===== src/rtl/i2c_slv_tx_flow.sv =====
module i2c_slv_tx_flow #(
  parameter int CNT_W = 4,
  parameter int HI_W  = 8
) (
  input  logic             clk,
  input  logic             rst_n,
  input  logic             addr_hit,
  input  logic             addr_rw,
  output logic             addr_ack,
  input  logic             byte_req,
  input  logic             ack_valid,
  input  logic             ack_nack,
  input  logic [CNT_W-1:0] fifo_count,
  input  logic [7:0]       fifo_data,
  output logic             fifo_pop,
  output logic             fifo_flush,
  input  logic             stretch_dis,
  input  logic             preload_mode,
  input  logic [HI_W-1:0]  hi_cnt,
  input  logic             ready_set,
  input  logic             lock_clr,
  input  logic             clr_flags,
  output logic             scl_hold,
  output logic [7:0]       tx_byte,
  output logic             tx_valid,
  output logic             ready_bit,
  output logic             rd_dir,
  output logic             flag_match,
  output logic             flag_lock,
  output logic             flag_done,
  output logic             flag_unrun
);

  typedef enum logic [1:0] {S_IDLE, S_ACT, S_WAIT, S_HIGH} st_t;
  st_t st;
  logic [HI_W-1:0] hcnt;

  logic taken, rd_take, have_data, byte_now, wait_go, under, nack_ev, first_ack;

  assign addr_ack   = !(addr_rw && preload_mode && !ready_bit);
  assign taken      = addr_hit && addr_ack;
  assign rd_take    = taken && addr_rw;
  assign have_data  = (fifo_count != '0) && !flag_lock;
  assign byte_now   = (st == S_ACT) && byte_req;
  assign wait_go    = (st == S_WAIT) && have_data;
  assign under      = byte_now && !have_data && stretch_dis;
  assign nack_ev    = (st == S_ACT) && ack_valid && ack_nack;
  assign first_ack  = (st == S_ACT) && ack_valid && ready_bit;
  assign fifo_pop   = (byte_now && have_data) || wait_go;
  assign fifo_flush = nack_ev;
  assign scl_hold   = (st == S_WAIT) || (st == S_HIGH);

  always_ff @(posedge clk or negedge rst_n) begin
    if (!rst_n) begin
      st   <= S_IDLE;
      hcnt <= '0;
    end else if (taken) begin
      st <= !addr_rw ? S_IDLE : (preload_mode ? S_ACT : S_WAIT);
    end else begin
      case (st)
        S_ACT: begin
          if (nack_ev) st <= S_IDLE;
          else if (byte_now && !have_data && !stretch_dis) st <= S_WAIT;
        end
        S_WAIT: if (have_data) begin
          st   <= S_HIGH;
          hcnt <= hi_cnt;
        end
        S_HIGH: begin
          if (hcnt == '0) st <= S_ACT;
          else hcnt <= hcnt - 1'b1;
        end
        default: ;
      endcase
    end
  end

  always_ff @(posedge clk or negedge rst_n) begin
    if (!rst_n) begin
      tx_byte  <= 8'h00;
      tx_valid <= 1'b0;
    end else begin
      tx_valid <= fifo_pop || under;
      if (fifo_pop) tx_byte <= fifo_data;
      else if (under) tx_byte <= 8'hFF;
    end
  end

  always_ff @(posedge clk or negedge rst_n) begin
    if (!rst_n) begin
      flag_match <= 1'b0;
      flag_lock  <= 1'b0;
      flag_done  <= 1'b0;
      flag_unrun <= 1'b0;
      ready_bit  <= 1'b0;
      rd_dir     <= 1'b0;
    end else begin
      if (taken) begin
        flag_match <= 1'b1;
        rd_dir     <= addr_rw;
      end else if (clr_flags) flag_match <= 1'b0;
      if (rd_take && !preload_mode) flag_lock <= 1'b1;
      else if (lock_clr) flag_lock <= 1'b0;
      if (nack_ev) flag_done <= 1'b1;
      else if (clr_flags) flag_done <= 1'b0;
      if (under) flag_unrun <= 1'b1;
      else if (clr_flags) flag_unrun <= 1'b0;
      if (ready_set) ready_bit <= 1'b1;
      else if (first_ack) ready_bit <= 1'b0;
    end
  end

  assert_ondemand_lock_R1: assert property (@(posedge clk) disable iff (!rst_n)
    addr_hit && addr_rw && !preload_mode |=> flag_lock && flag_match && rd_dir);

  assert_no_empty_pop_R2: assert property (@(posedge clk) disable iff (!rst_n)
    fifo_pop |-> fifo_count != '0);

  assert_nack_done_R4: assert property (@(posedge clk) disable iff (!rst_n)
    fifo_flush |=> flag_done);

  assert_refused_read_R5: assert property (@(posedge clk) disable iff (!rst_n)
    addr_hit && addr_rw && preload_mode && !ready_bit && !flag_match |=> !flag_match);

  assert_preload_nolock_R6: assert property (@(posedge clk) disable iff (!rst_n)
    addr_hit && addr_rw && preload_mode |=> !$rose(flag_lock));

  assert_ready_fall_R7: assert property (@(posedge clk) disable iff (!rst_n)
    $fell(ready_bit) |-> $past(ack_valid));

  assert_underrun_fill_R8: assert property (@(posedge clk) disable iff (!rst_n)
    $rose(flag_unrun) |-> tx_valid && tx_byte == 8'hFF);

  assert_write_nostretch_R9: assert property (@(posedge clk) disable iff (!rst_n)
    addr_hit && !addr_rw |=> !scl_hold && !rd_dir);

endmodule


===== config.mk =====
export PLATFORM = sky130hd
export DESIGN_NAME = i2c_slv_tx_flow
export DESIGN_NICKNAME = d
export VERILOG_FILES = /design/src/rtl/i2c_slv_tx_flow.sv
export SDC_FILE = /design/constraint.sdc
export NUM_CORES = 1
export LEC_CHECK = 0
export BUFFER_PORTS_ARGS = -buffer_cell sky130_fd_sc_hd__buf_2
export CAP_MARGIN = 30
export CORE_MARGIN = 8
export CORE_UTILIZATION = 30
export CTS_CLUSTER_SIZE = 12
export DETAILED_ROUTE_END_ITERATION = 10
export GPL_TIMING_DRIVEN = 0
export HOLD_SLACK_MARGIN = 0.12
export PLACE_DENSITY = 0.55
export SETUP_SLACK_MARGIN = 0.1
export SYNTH_ARGS = -nofsm -noshare
export SYNTH_HDL_FRONTEND = slang
export SYNTH_SLANG_ARGS = --single-unit

===== constraint.sdc =====
create_clock -name clk -period 2.2 [get_ports clk]
set_input_delay 0.55 -clock clk [delete_from_list [all_inputs] [get_ports clk]]
set_output_delay 0.55 -clock clk [all_outputs]
set_load 0.005 [all_outputs]

; After elaboration in Yosys (flattened, before gate mapping)
; Cells that the tools add are included.
; Widths: inputs -> output; s select.
[totals]
register_bits = 25
elab_cells = 77
out_inout_bits = 19
[op_classes]
muxes = 21
reduce_logical = 36
bitwise_logic = 1
addsub = 1
eq_ne = 8
[ops]
columns = operator, count
row1 = $mux 8, 4
row2 = $pmux 8 s2, 1
row3 = $logic_and 1x1->1, 15
row4 = $mux 2, 7
row5 = $reduce_bool 2->1, 7
row6 = $logic_not 8->1, 1
row7 = $mux 1, 8
row8 = $reduce_and 4->1, 2
row9 = $reduce_bool 4->1, 2
row10 = $sub 8x1->8 const B, 1
row11 = $logic_not 1->1, 6
row12 = $pmux 2 s3, 1
row13 = $eq 2x2->1 const B, 2
row14 = $ne 2x2->1 const B, 2
row15 = $ne 4x3->1 const B, 1
row16 = $logic_or 1x1->1, 3
row17 = $ne 3x2->1 const B, 1
row18 = $ne 3x3->1 const B, 1
row19 = $eq 2x1->1 const B, 1
row20 = $not 1->1, 1

; Longest topological paths before layout
[logic_depth]
depth_word = 9
mapped_depth = 7
mapped_depth_nobuf = 6

; Worst setup path after synthesis
; No wires, ideal clock.
[synth_timing]
kind = input to output
from = input port fifo_count[1]
to = output port fifo_pop
t_arrival_ps = 1543
n_path_buf = 1
slack_ps = 107
required_time_ps = 1650
cell_stages = 4
path_cell_list = or4_4 > buf_6 > o211ai_1 > inv_1
[synth_via]
elab_chain_cells = 4
[synth_rtl]
columns = element, line
row1 = start: declaration, 13  ; input logic [CNT_W-1:0] fifo_count,
row2 = $reduce_bool 4->1 *, 43  ; assign have_data = (fifo_count != '0) && !flag_lock;
row3 = $logic_and 1x1->1 *, 43
row4 = $logic_and 1x1->1 (on tied branches), "49, 45"
row5 = $logic_or 1x1->1 *, 49  ; assign fifo_pop = (byte_now && have_data) || wait_go;
row6 = end: declaration, 15  ; output logic fifo_pop,
; Mark *: on every way between the ends. The rest lies on a longest branch, timed or not.

; Final worst setup path
; Same ends and word-level chain as after synthesis.

==> summary by stage <==
Clocking
The hold-fix buffer count after cts is 0. No sink is reached through more buffers than the 2 on the longest clock path. CTS built an H-tree with a depth of 1. The root cell of the clock tree is clkbuf_8. The TritonCTS clock tree is done. Clock tree synthesis inserted a total of 3 buffers. After clock tree synthesis, the clock-pin slew on the worst setup and hold paths is approximately 0.090 ns. The clock reaches the later pin of the worst-skew pair after between 0.2 and 0.3 ns.

The clock net in this run drives a total of 25 sinks.

STA
The post-layout minimum cycle time is 2.14 ns. The peak clock frequency supported by timing is 0.466 GHz. After layout, the worst setup slack is between 0.05 and 0.06 ns. The worst hold slack after final layout is ~0.27 ns. Of the available clock period, the critical path in the final layout requires 0.975. The final count of hold timing violations is 0.

In this run the tightest slew margin relative to its limit is 0.593. The actual transition at the worst max-transition pin is roughly 0.61 ns. Setup violations remaining at the end of the flow were counted as 0. The clock tree skew after final layout is around 0.0074 ns. The final-report max-slew violation count was 0.

Setup repair after global routing could not meet its margin everywhere. In the final timing run, aggregate negative setup slack is 0 ns.

Global routing
For this run the aggregate overflow at the end of global routing stands at 0. The met1 routing resource usage after global routing is 0.140. In the global route stage, met2 resource usage came out at 0.179. Entering global routing, the biggest net connects 26 pins. The global-route layer with the greatest usage is met2. For this run, global-route usage on met3 was measured as 0.0238. The wire length of the first global-routing pass is 5930 um. The number of global-route vias before repair was 1288. The overall fraction of global-route tracks in use is 0.109.

The initial antenna violation count is 0.

Synthesis
For this run, the register share of the synthesized area comes to 0.471. The yosys synthesis warning count is 0. After synthesis, the mean cell area works out to about 10 um2. The share of flip-flops with an asynchronous set or reset after synthesis is 1.00. The number of synthesized register bits is 25. The count of flip-flops with a built-in enable after synthesis is 0. The most used flip-flop cell after synthesis is dfrtp_1. The number of standard cells after synthesis is 131. In this run the cell area of the synthesized design comes to about 1300 um2. In this run, distinct cell masters in the synthesized netlist total just over 40.

Counting every net in the synthesized netlist gives roughly 170.

Worst setup path
The required time reported for the critical path endpoint is between 1.5 and 2 ns. The critical path startpoint category is an input port. The worst endpoint data arrival time is roughly 1.6 ns.

The kind of end point of the critical path is a primary output. The worst register-to-register path has a depth of 6. In this run the worst path has a maximum fanout of 2. The startpoint identified for the worst register-to-register timing path is hcnt[3].

The critical path start-end classification is in2out. The worst register-to-register path has a setup slack of approximately 0.28 ns. The endpoint identified for the worst register-to-register timing path is hcnt[1].

Drt
The first-pass iteration count of the detailed router is 4. The count of nets left with antenna violations once routing finished came out at 0. The routed layout has between 1k and 1.5k vias.

The violation count after the first detailed-route iteration is between 50 and 60. The routed length per placed instance is 15.0 um. The routed design has ~3600 um of wire. In the routed design, unresolved DRC markers number 0. The number of vias per cell after detailed routing is ~5.2.

Power and ir drop
The total net switching power is 0.000810 W. Of the total power, combinational logic draws 0.490. The worst-case vdd ir drop is between 0.4 and 0.5 mV.

Of the total power, registers draw 0.380. The fraction of power spent switching nets is 0.394. The total power divided by cell area is ~1200 nW/um2. The clock share of power is 0.130. The cell-internal power is 0.00125 W.

The overall power after layout is roughly 0.0021 W. The leakage power is 0.809 nW.

Placement
The total of buffers placed on input and output ports is 50. The last weighted congestion value of the routability-driven placer is roughly 0.80. Summed over all nets, the half-perimeter wirelength after detailed placement is between 2000 and 3000 um. OpenSTA, run right after detailed placement, puts the worst setup slack at -0.192 ns.

Die
The number of primary I/O pins is around 50. The die boundary height is around 83 um. The die covers approximately 6800 um2. In this run the horizontal extent of the chip is around 83 um. The initial utilization of the core area, before any placement, comes to 0.307. The placeable core area is between 4000 and 5000 um2.

In this run the core area contains 24 standard-cell rows.

Layout
Across the whole layout, storage elements account for between 600 and 700 um2. The count of fill cells added during filler insertion is around 430. Leaving out fill and tap cells, the most frequent cell in the layout is buf_2.

In the final layout, the multi-input gates occupy about 640 um2. From synthesis to final layout, the design area changed by 32.2%. The repair_antennas step left the layout with diodes totalling 0. The top cell types in the final layout, fill and taps aside, are buf_2 (50), dfrtp_1 (25), o21ai_0 (11), nor2_1 (10), o22a_1 (9). The utilization after layout is 0.406. The share of cells above drive strength 1 is 0.365.

At the end of the flow, the number of nets in the layout was 224.

Hold path
The tightest min-delay check is of the in2async type.

Job
The total of max-cap violations is 0.

Status
The flow ran to the end, and the final reports show no timing, DRC or antenna violations.
[timing repair]
action	in CTS	in global routing
setup buffers	4	0
gates resized for setup	2	3
setup endpoints to repair	2	3
pin swaps	2	1
[power groups by stage]
stage          Sequential, W  Combinational [W]  Clock [W]
5_1_grt             0.000804            0.00113   0.000296
4_1_cts             0.000766            0.00100   0.000280
2_1_floorplan       0.000768           0.000657          0
3_3_place_gp        0.000770           0.000956          0
6_report            0.000781            0.00101   0.000268
3_5_place_dp        0.000774           0.000978          0
[flip-flops by register name, summed over array words and instances (netlist names)]
signal / flops
tx_byte: 8
rd_dir: 1
hcnt: 8
st: 2
flag_done: 1
flag_unrun: 1
tx_valid: 1
flag_match: 1
flag_lock: 1
ready_bit: 1
[area by class of cell]
| type | count | share of cell area |
|---|---|---|
| multi-input combinational | 91 | 0.367 |
| clock buffer | 4 | 0.0256 |
| inverter | 8 | 0.0171 |
| timing repair buffer | 54 | 0.174 |
| sequential | 25 | 0.356 |
| tap | 52 | 0.0370 |
| buffer | 7 | 0.0235 |
[worst max-delay path, cell delays in order]
cell and delay (ns):
buf_6 0.09, or4_4 0.52, buf_6 0.14, o211ai_1 0.11, inv_1 0.06, buf_2 0.13
[stage by stage]
step | std cells | cell area, um2
final | 241 | 1760
after global routing | 241 | 1760
after CTS | 241 | 1740
after detailed placement | 233 | 1640
after global placement | 233 | 1640
after floorplan | 131 | 1330
[metal layers]
| metal | up-vias | wire, um |
|---|---|---|
| met5 | - | 0 |
| met4 | 0 | 21 |
| met3 | 2 | 380 |
| met2 | 42 | 1610 |
| met1 | 584 | 1600 |
| li1 | 615 | - |
[cells in the mapped netlist, drive strengths merged, types with 2 or more instances]
cell | count | area share
a21bo | 2 | 0.015
a21oi | 9 | 0.042
a31oi | 3 | 0.014
a32oi | 2 | 0.013
buf | 4 | 0.022
clkbuf | 3 | 0.0085
dfrtp | 25 | 0.47
ha | 2 | 0.019
inv | 8 | 0.023
mux2 | 2 | 0.020
nand2 | 7 | 0.020
nand3 | 2 | 0.0075
nor2 | 10 | 0.028
nor2b | 3 | 0.014
nor3b | 4 | 0.023
nor4 | 2 | 0.014
o21ai | 11 | 0.041
o22a | 9 | 0.059
o41ai | 6 | 0.040
[cells by family (layout without fill, tap and decap cells)]
kind of cell	after synthesis	after routing	share of synthesized area
adder cells (fa/ha/maj)	2	2	0.0188
buffers and inverters	15	73	0.0527
flip-flops	25	25	0.471
AND/OR/NAND/NOR	35	35	0.147
multiplexers	2	2	0.0198
AO/OA/AOI/OAI	52	52	0.291
[worst max path at each step]
stage          depth (start not counted)        to           from
3_5_place_dp                           6  fifo_pop  fifo_count[1]
4_1_cts                                6  fifo_pop  fifo_count[2]
6_report                               6  fifo_pop  fifo_count[1]
3_3_place_gp                           6  fifo_pop  fifo_count[1]
5_1_grt                                6  fifo_pop  fifo_count[1]
2_1_floorplan                          4  fifo_pop  fifo_count[1]
Power figures use the tool's default switching activity.
